--- src/rtl/evtc_pkg.sv ---
package evtc_pkg;

    localparam int CNT_W      = 64;
    localparam int HALF_W     = CNT_W / 2;
    localparam int LANE_BYTES = HALF_W / 8;
    localparam int BE_W       = CNT_W / 8;
    localparam int OFF_W      = 5;
    localparam int ROUTE_W    = 5;

    localparam logic [OFF_W-1:0] OFF_CFG    = 5'h00;
    localparam logic [OFF_W-1:0] OFF_CMP_LO = 5'h08;
    localparam logic [OFF_W-1:0] OFF_CMP_HI = 5'h0C;
    localparam logic [OFF_W-1:0] OFF_STS    = 5'h10;

    // field positions in the configuration word
    localparam int B_LEVEL  = 1;
    localparam int B_ENABLE = 2;
    localparam int B_PERIOD = 3;
    localparam int B_CAPPER = 4;
    localparam int B_CAPW   = 5;
    localparam int B_ARM    = 6;
    localparam int B_NARROW = 8;
    localparam int B_ROUTE  = 9;

    typedef struct packed {
        logic [ROUTE_W-1:0] route;
        logic               narrow;
        logic               arm;
        logic               periodic;
        logic               enable;
        logic               level;
    } chan_cfg_t;

    typedef struct packed {
        logic cfg;
        logic cmp_lo;
        logic cmp_hi;
        logic cmp_wide;
        logic sts_clr;
    } wr_dec_t;

    function automatic logic [HALF_W-1:0] lane_merge(
        input logic [HALF_W-1:0]     old_v,
        input logic [HALF_W-1:0]     new_v,
        input logic [LANE_BYTES-1:0] be
    );
        logic [HALF_W-1:0] r;
        r = old_v;
        for (int i = 0; i < LANE_BYTES; i++)
            if (be[i]) r[i*8 +: 8] = new_v[i*8 +: 8];
        return r;
    endfunction

    function automatic logic [HALF_W-1:0] cfg_word(input chan_cfg_t c);
        logic [HALF_W-1:0] w;
        w = '0;
        w[B_LEVEL]  = c.level;
        w[B_ENABLE] = c.enable;
        w[B_PERIOD] = c.periodic;
        w[B_CAPPER] = 1'b1;
        w[B_CAPW]   = 1'b1;
        w[B_ARM]    = c.arm;
        w[B_NARROW] = c.narrow;
        w[B_ROUTE +: ROUTE_W] = c.route;
        return w;
    endfunction

    function automatic chan_cfg_t word_cfg(input logic [HALF_W-1:0] w);
        chan_cfg_t c;
        c.level    = w[B_LEVEL];
        c.enable   = w[B_ENABLE];
        c.periodic = w[B_PERIOD];
        c.arm      = w[B_ARM];
        c.narrow   = w[B_NARROW];
        c.route    = w[B_ROUTE +: ROUTE_W];
        return c;
    endfunction

endpackage

--- src/rtl/evtc_cfg.sv ---
module evtc_cfg
    import evtc_pkg::*;
(
    input  logic                  clk,
    input  logic                  rst,
    input  logic                  cfg_wr,
    input  logic [LANE_BYTES-1:0] be,
    input  logic [HALF_W-1:0]     data,
    input  logic                  arm_clr,
    output chan_cfg_t             cfg_o
);
    chan_cfg_t cfg_q;
    chan_cfg_t cfg_n;

    always_comb begin
        cfg_n = word_cfg(lane_merge(cfg_word(cfg_q), data, be));
    end

    always_ff @(posedge clk) begin
        if (rst)
            cfg_q <= '0;
        else if (cfg_wr)
            cfg_q <= cfg_n;
        else if (arm_clr)
            cfg_q.arm <= 1'b0;
    end

    assign cfg_o = cfg_q;


    arm_clears_chk: assert property (@(posedge clk) disable iff (rst)
        (arm_clr && !cfg_wr) |=> !cfg_o.arm);

endmodule

--- src/rtl/evtc_cmp.sv ---
module evtc_cmp
    import evtc_pkg::*;
(
    input  logic              clk,
    input  logic              rst,
    input  logic              wr_lo,
    input  logic              wr_hi,
    input  logic              wr_wide,
    input  logic [BE_W-1:0]   be,
    input  logic [CNT_W-1:0]  data,
    input  logic              periodic,
    input  logic              arm,
    input  logic              narrow,
    input  logic              adv,
    output logic [CNT_W-1:0]  cmp_o,
    output logic              arm_clr
);
    logic [CNT_W-1:0]      cmp_q, per_q;
    logic                  do_lo, do_hi, load_cmp, load_per;
    logic [HALF_W-1:0]     hi_src;
    logic [LANE_BYTES-1:0] lo_be, hi_be;
    logic [CNT_W-1:0]      cand_cmp, cand_per, step_val;

    always_comb begin
        do_lo  = wr_lo | wr_wide;
        do_hi  = (wr_hi & ~narrow) | wr_wide;
        lo_be  = be[LANE_BYTES-1:0];
        if (wr_wide) begin
            hi_src = narrow ? '0 : data[CNT_W-1:HALF_W];
            hi_be  = narrow ? '1 : be[BE_W-1:LANE_BYTES];
        end else begin
            hi_src = data[HALF_W-1:0];
            hi_be  = be[LANE_BYTES-1:0];
        end
        cand_cmp[HALF_W-1:0] = do_lo ? lane_merge(cmp_q[HALF_W-1:0], data[HALF_W-1:0], lo_be)
                                     : cmp_q[HALF_W-1:0];
        cand_cmp[CNT_W-1:HALF_W] = do_hi ? lane_merge(cmp_q[CNT_W-1:HALF_W], hi_src, hi_be)
                                         : cmp_q[CNT_W-1:HALF_W];
        cand_per[HALF_W-1:0] = do_lo ? lane_merge(per_q[HALF_W-1:0], data[HALF_W-1:0], lo_be)
                                     : per_q[HALF_W-1:0];
        cand_per[CNT_W-1:HALF_W] = do_hi ? lane_merge(per_q[CNT_W-1:HALF_W], hi_src, hi_be)
                                         : per_q[CNT_W-1:HALF_W];
        load_per = (do_lo | do_hi) & periodic;
        load_cmp = (do_lo | do_hi) & (~periodic | arm);
        arm_clr  = do_lo | do_hi;
        if (narrow)
            step_val = {cmp_q[CNT_W-1:HALF_W], cmp_q[HALF_W-1:0] + per_q[HALF_W-1:0]};
        else
            step_val = cmp_q + per_q;
    end

    always_ff @(posedge clk) begin
        if (rst) begin
            cmp_q <= '1;
            per_q <= '0;
        end else begin
            if (load_per) per_q <= cand_per;
            if (load_cmp)  cmp_q <= cand_cmp;
            else if (adv)  cmp_q <= step_val;
        end
    end

    assign cmp_o = cmp_q;


    per_only_chk: assert property (@(posedge clk) disable iff (rst)
        (wr_lo && periodic && !arm && !adv) |=> $stable(cmp_q));


    narrow_hi_ign_chk: assert property (@(posedge clk) disable iff (rst)
        (wr_hi && !wr_wide && narrow && !adv) |=> ($stable(cmp_q) && $stable(per_q)));


    wide_step_chk: assert property (@(posedge clk) disable iff (rst)
        (adv && !narrow && !wr_lo && !wr_hi && !wr_wide) |=> (cmp_q == $past(cmp_q) + $past(per_q)));

endmodule

--- src/rtl/evtc_match.sv ---
module evtc_match
    import evtc_pkg::*;
(
    input  logic             clk,
    input  logic             rst,
    input  logic [CNT_W-1:0] cnt,
    input  logic [CNT_W-1:0] cmp,
    input  logic             enable,
    input  logic             level,
    input  logic             periodic,
    input  logic             narrow,
    input  logic             sts_clr,
    output logic             adv,
    output logic             irq_pulse,
    output logic             irq_level
);
    logic hit, hit_q, fire, pulse_q, sts_q;

    always_comb begin
        hit  = narrow ? (cnt[HALF_W-1:0] == cmp[HALF_W-1:0]) : (cnt == cmp);
        fire = enable & hit & ~hit_q;
        adv  = fire & periodic;
    end

    always_ff @(posedge clk) begin
        if (rst) begin
            hit_q   <= 1'b0;
            pulse_q <= 1'b0;
            sts_q   <= 1'b0;
        end else begin
            hit_q   <= hit;
            pulse_q <= fire & ~level;
            sts_q   <= (fire & level) | (sts_q & ~sts_clr);
        end
    end

    assign irq_pulse = pulse_q;
    assign irq_level = sts_q;


    one_cycle_pulse_chk: assert property (@(posedge clk) disable iff (rst)
        irq_pulse |=> !irq_pulse);


    level_source_chk: assert property (@(posedge clk) disable iff (rst)
        $rose(irq_level) |-> $past(level && enable));


    pulse_needs_en_chk: assert property (@(posedge clk) disable iff (rst)
        $rose(irq_pulse) |-> $past(enable && !level));

endmodule

--- src/rtl/evtc_chan.sv ---
module evtc_chan
    import evtc_pkg::*;
(
    input  logic              clk,
    input  logic              rst,
    input  logic [CNT_W-1:0]  cnt_i,
    input  logic              wr_en,
    input  logic              wr_wide,
    input  logic [OFF_W-1:0]  wr_off,
    input  logic [BE_W-1:0]   wr_be,
    input  logic [CNT_W-1:0]  wr_data,
    input  logic [OFF_W-1:0]  rd_off,
    output logic [HALF_W-1:0] rd_data,
    output logic              irq_pulse,
    output logic              irq_level
);
    wr_dec_t          dec;
    chan_cfg_t        cfg;
    logic [CNT_W-1:0] cmp;
    logic             arm_clr, adv;

    always_comb begin
        dec.cfg      = wr_en & (wr_off == OFF_CFG);
        dec.cmp_lo   = wr_en & ~wr_wide & (wr_off == OFF_CMP_LO);
        dec.cmp_hi   = wr_en & ~wr_wide & (wr_off == OFF_CMP_HI);
        dec.cmp_wide = wr_en &  wr_wide & (wr_off == OFF_CMP_LO);
        dec.sts_clr  = wr_en & (wr_off == OFF_STS) & wr_be[0] & wr_data[0];
    end

    evtc_cfg u_cfg (
        .clk     (clk),
        .rst     (rst),
        .cfg_wr  (dec.cfg),
        .be      (wr_be[LANE_BYTES-1:0]),
        .data    (wr_data[HALF_W-1:0]),
        .arm_clr (arm_clr),
        .cfg_o   (cfg)
    );

    evtc_cmp u_cmp (
        .clk      (clk),
        .rst      (rst),
        .wr_lo    (dec.cmp_lo),
        .wr_hi    (dec.cmp_hi),
        .wr_wide  (dec.cmp_wide),
        .be       (wr_be),
        .data     (wr_data),
        .periodic (cfg.periodic),
        .arm      (cfg.arm),
        .narrow   (cfg.narrow),
        .adv      (adv),
        .cmp_o    (cmp),
        .arm_clr  (arm_clr)
    );

    evtc_match u_match (
        .clk       (clk),
        .rst       (rst),
        .cnt       (cnt_i),
        .cmp       (cmp),
        .enable    (cfg.enable),
        .level     (cfg.level),
        .periodic  (cfg.periodic),
        .narrow    (cfg.narrow),
        .sts_clr   (dec.sts_clr),
        .adv       (adv),
        .irq_pulse (irq_pulse),
        .irq_level (irq_level)
    );

    always_comb begin
        unique case (rd_off)
            OFF_CFG:    rd_data = cfg_word(cfg);
            OFF_CMP_LO: rd_data = cmp[HALF_W-1:0];
            OFF_CMP_HI: rd_data = cmp[CNT_W-1:HALF_W];
            OFF_STS:    rd_data = {{(HALF_W-1){1'b0}}, irq_level};
            default:    rd_data = '0;
        endcase
    end


    caps_visible_chk: assert property (@(posedge clk) disable iff (rst)
        (rd_off == OFF_CFG) |-> (rd_data[5:4] == 2'b11));

endmodule

--- config.mk ---
export PLATFORM = sky130hd
export DESIGN_NAME = evtc_chan
export DESIGN_NICKNAME = d
export VERILOG_FILES = /design/src/rtl/evtc_pkg.sv /design/src/rtl/evtc_cfg.sv /design/src/rtl/evtc_cmp.sv /design/src/rtl/evtc_match.sv /design/src/rtl/evtc_chan.sv
export SDC_FILE = /design/constraint.sdc
export NUM_CORES = 1
export LEC_CHECK = 0
export ABC_AREA = 1
export BUFFER_PORTS_ARGS = -buffer_cell sky130_fd_sc_hd__buf_2
export CAP_MARGIN = 10
export CORE_AREA = 2 2 168 170
export DETAILED_ROUTE_END_ITERATION = 10
export DIE_AREA = 0 0 170 172
export GPL_TIMING_DRIVEN = 0
export PLACE_DENSITY = 0.79
export SYNTH_ARGS = -nofsm -noshare
export SYNTH_HDL_FRONTEND = slang
export SYNTH_SLANG_ARGS = --single-unit
--- constraint.sdc ---
create_clock -name clk -period 3.4 [get_ports clk]
set_input_delay 1.02 -clock clk [delete_from_list [all_inputs] [get_ports clk]]
set_output_delay 1.02 -clock clk [all_outputs]
set_load 0.05 [all_outputs]
==> results.yml <==
global_route:
  grt_pass1_vias: 15200
  overflow: 0
  antenna_found_initial: 2
  grt_pass1_wl_um: 89300
  grtUsageTotal_pct: 41.7
  grt_max_degree: 17
sta:
  whs_ns: 0.520
  period_share_pct: 99.9
  setup_violations: 0
  drv_slew: 0
  hold_viol_final: 0
  max_freq_mhz: 295
  finClkSkew_ns: 0.0114
  slew_headroom_pct: 18.2
  worst_slew_pin_slew_ns: 1.23
  fin_crit_ns: 3.40
  rsz0062_at_grt: "yes"
clocking:
  cts-root-buf: "clkbuf_16"
  htreeDepth: 4
  cts_tree: "built"
  clkTransAtPathRegs_ns: 0.06
  cts_sinks: 141
  clock_path_buffers: 2
  numCtsBuffers: 17
  ctsHoldBuffers: 0
  clock_latency_ns: 0.46
synthesis:
  ys_warn_count: 0
  seq_area_frac_synth_pct: 21.0
  synth-seq-cells: 141
  syn_nets: 2709
  syn_inst: 2495
  syn-cell-area_mm2: 0.0135
  synth.area.top_cells: "nand2_1 26%, dfxtp_1 21%, inv_1 13%"
  yosys.area.top_type: "nand2_1"
  synth.avg_cell_area_um2: 5.39
  synth_cell_types: 38
  synth.top_cell.area_share_pct: 25.7
setup_path:
  reg2reg_setup_slack_ns: 0.28
  worstRegToRegCells: 13
  critical_path_arrival_ns: 2.38
  crit_path_start_kind: "input port"
  cp_max_fo: 10
  cp.required_ns: 2.38
  worstSetupPathType: "in -> out"
  reg2reg_from: "u_cmp.cmp_o[29]$_SDFFE_PP1P_"
  cp-end-kind: "output port"
  r2r-end: "u_cmp.cmp_o[40]$_SDFFE_PP1P_"
floorplan:
  fp.dieH_um: 172
  initial_core_util_pct: 49.0
  core_area_mm2: 0.0275
  die_w_um: 170
  fp-row-count: 61
  io_pins: 184
  die-area_mm2: 0.0292
status:
  status: "completed"
power_and_ir_drop:
  irDropWorstVdd_mv: 0.315
  p_total_uw: 4060
  powerDensity_mw_per_mm2: 261
  leakagePower_uw: 0.00895
layout:
  syn_to_final_growth_pct: 15.7
  nets: 2921
  final_core_util_pct: 56.6
  final_common_cell: "nand2_1"
  final_cell_mix: "921 x nand2_1, 447 x inv_1, 231 x nor2_1, 219 x nand3_1, 176 x buf_2"
  seq_area_mm2: 0.00282
  n_fill_cell: 2918
  drive_above_1_share_pct: 9.76
  multi_input_area_mm2: 0.00878
  design_area_mm2: 0.0156
route:
  routed_wl_um: 61600
  drc: 0
  postRouteAntennaNets: 0
  wl_per_cell_um: 20.1
  vias: 17000
  drt-pass1-iter-count: 5
  via_per_inst: 5.55
  drt-initial-drc-count: 2264
place:
  placed_area_mm2: 0.0149
  dpl.hpwl_um: 51900
  io_buffers: 183
  place_congestion: 1.06
job:
  cap_violations: 0
min_path:
  hold_path_class: "reg -> reg"
  hold_depth: 2
  hold_end: "u_cfg.cfg_o[3]$_SDFFE_PP0P_"
  hold_start: "u_cfg.cfg_o[3]$_SDFFE_PP0P_"
-- final cells by class --
type,count,share of cell area (%)
Tap cell,346,2.78
Inverter,453,11.0
Buffer,54,1.69
Multi-Input combinational cell,1847,56.4
Clock buffer,22,2.98
Antenna cell,1,0.0161
Timing Repair Buffer,193,6.83
Sequential cell,141,18.1
Clock inverter,4,0.129
-- timing repair --
action,in CTS,in global routing
resized for setup,24,24
pin swaps,4,2
setup endpoints to repair,32,43
cloned,0,0
buffers inserted,8,2
-- power by group --
group	total, uW	internal (uW)	switching, uW
Combinational	718	226	493
Clock	1670	937	731
Sequential	1680	1660	17.4
Total	4060	2820	1240
-- worst max path at each step --
| stage | start | depth (start not counted) | end | slack (ns) |
|---|---|---|---|---|
| final | rd_off[0] | 9 | rd_data[8] | 0.005 |
| after global routing | rd_off[0] | 9 | rd_data[8] | -0.003 |
| after CTS | rd_off[4] | 8 | rd_data[20] | 0.01 |
| after detailed placement | rd_off[1] | 8 | rd_data[3] | -1.04 |
| after global placement | rd_off[1] | 8 | rd_data[3] | -1.03 |
| after floorplan | rd_off[1] | 6 | rd_data[1] | -0.35 |
-- per-layer routing --
layer,vias up,GRT usage [%],share of wire (%)
met5,-,0,0.013
met4,2,23.3,5.6
met3,154,8.83,10
met2,976,65.4,43
met1,7716,53.5,41
li1,8139,-,-
-- flip-flops by register name (all words and copies together) (netlist names) --
signal             flops
u_cmp.cmp_o           64
u_cmp.per_q           64
u_match.hit_q          1
u_match.irq_level      1
u_cfg.cfg_o           10
u_match.irq_pulse      1
-- stage by stage --
stage          setup slack (ns)  TNS (ns)  cells
2_1_floorplan            -0.353     -3.50   2495
4_1_cts                  0.0139         0   3058
6_report                0.00458         0   3061
3_3_place_gp              -1.03    -30.03   3024
3_5_place_dp              -1.04    -32.70   3024
5_1_grt                -0.00298  -0.00298   3060
-- synth_stat cells --
library cell	n
nand2_1	921
inv_1	449
nor2_1	234
nand3_1	226
o21ai_0	158
dfxtp_1	141
a21oi_1	84
ha_1	63
xnor2_1	51
clkbuf_1	39
xor2_1	22
nor3_1	17
nand4_1	16
o22ai_1	15
buf_2	12
o211ai_1	5
a22o_1	4
and2_1	4
inv_2	3
nor3_2	3
or2_2	3
and3_1	2
buf_4	2
nand2_2	2
nand3b_1	2
nor4_1	2
o21ai_1	2
o21ai_2	2
o221ai_1	2
a2111oi_0	1
a221o_1	1
buf_1	1
clkinv_1	1
fa_1	1
nor2_2	1
nor4_2	1
o21bai_2	1
or3_1	1
-- worst max-delay path: stages --
cell and delay, ns:
buf_2 0.11, nor2_4 0.12, buf_4 0.13, nand3_4 0.15
clkinv_4 0.16, clkbuf_8 0.21, nand2_1 0.07, o211ai_1 0.14
buf_4 0.25
-- logic make-up (layout without fill, tap and decap cells) --
group                      Yosys count  after routing  share of synthesized area [%]
AOI/OAI and AO/OA                  275            275                           10.8
xor gates and xnor gates            73             73                           4.75
adders and majority gates           64             64                           6.01
buffers and inverters              507            726                           14.3
DFF                                141            141                           21.0
other                                0              1                              0
and+or+nand+nor                   1435           1435                           43.1
Note: power is estimated with default switching activity, not from simulation.
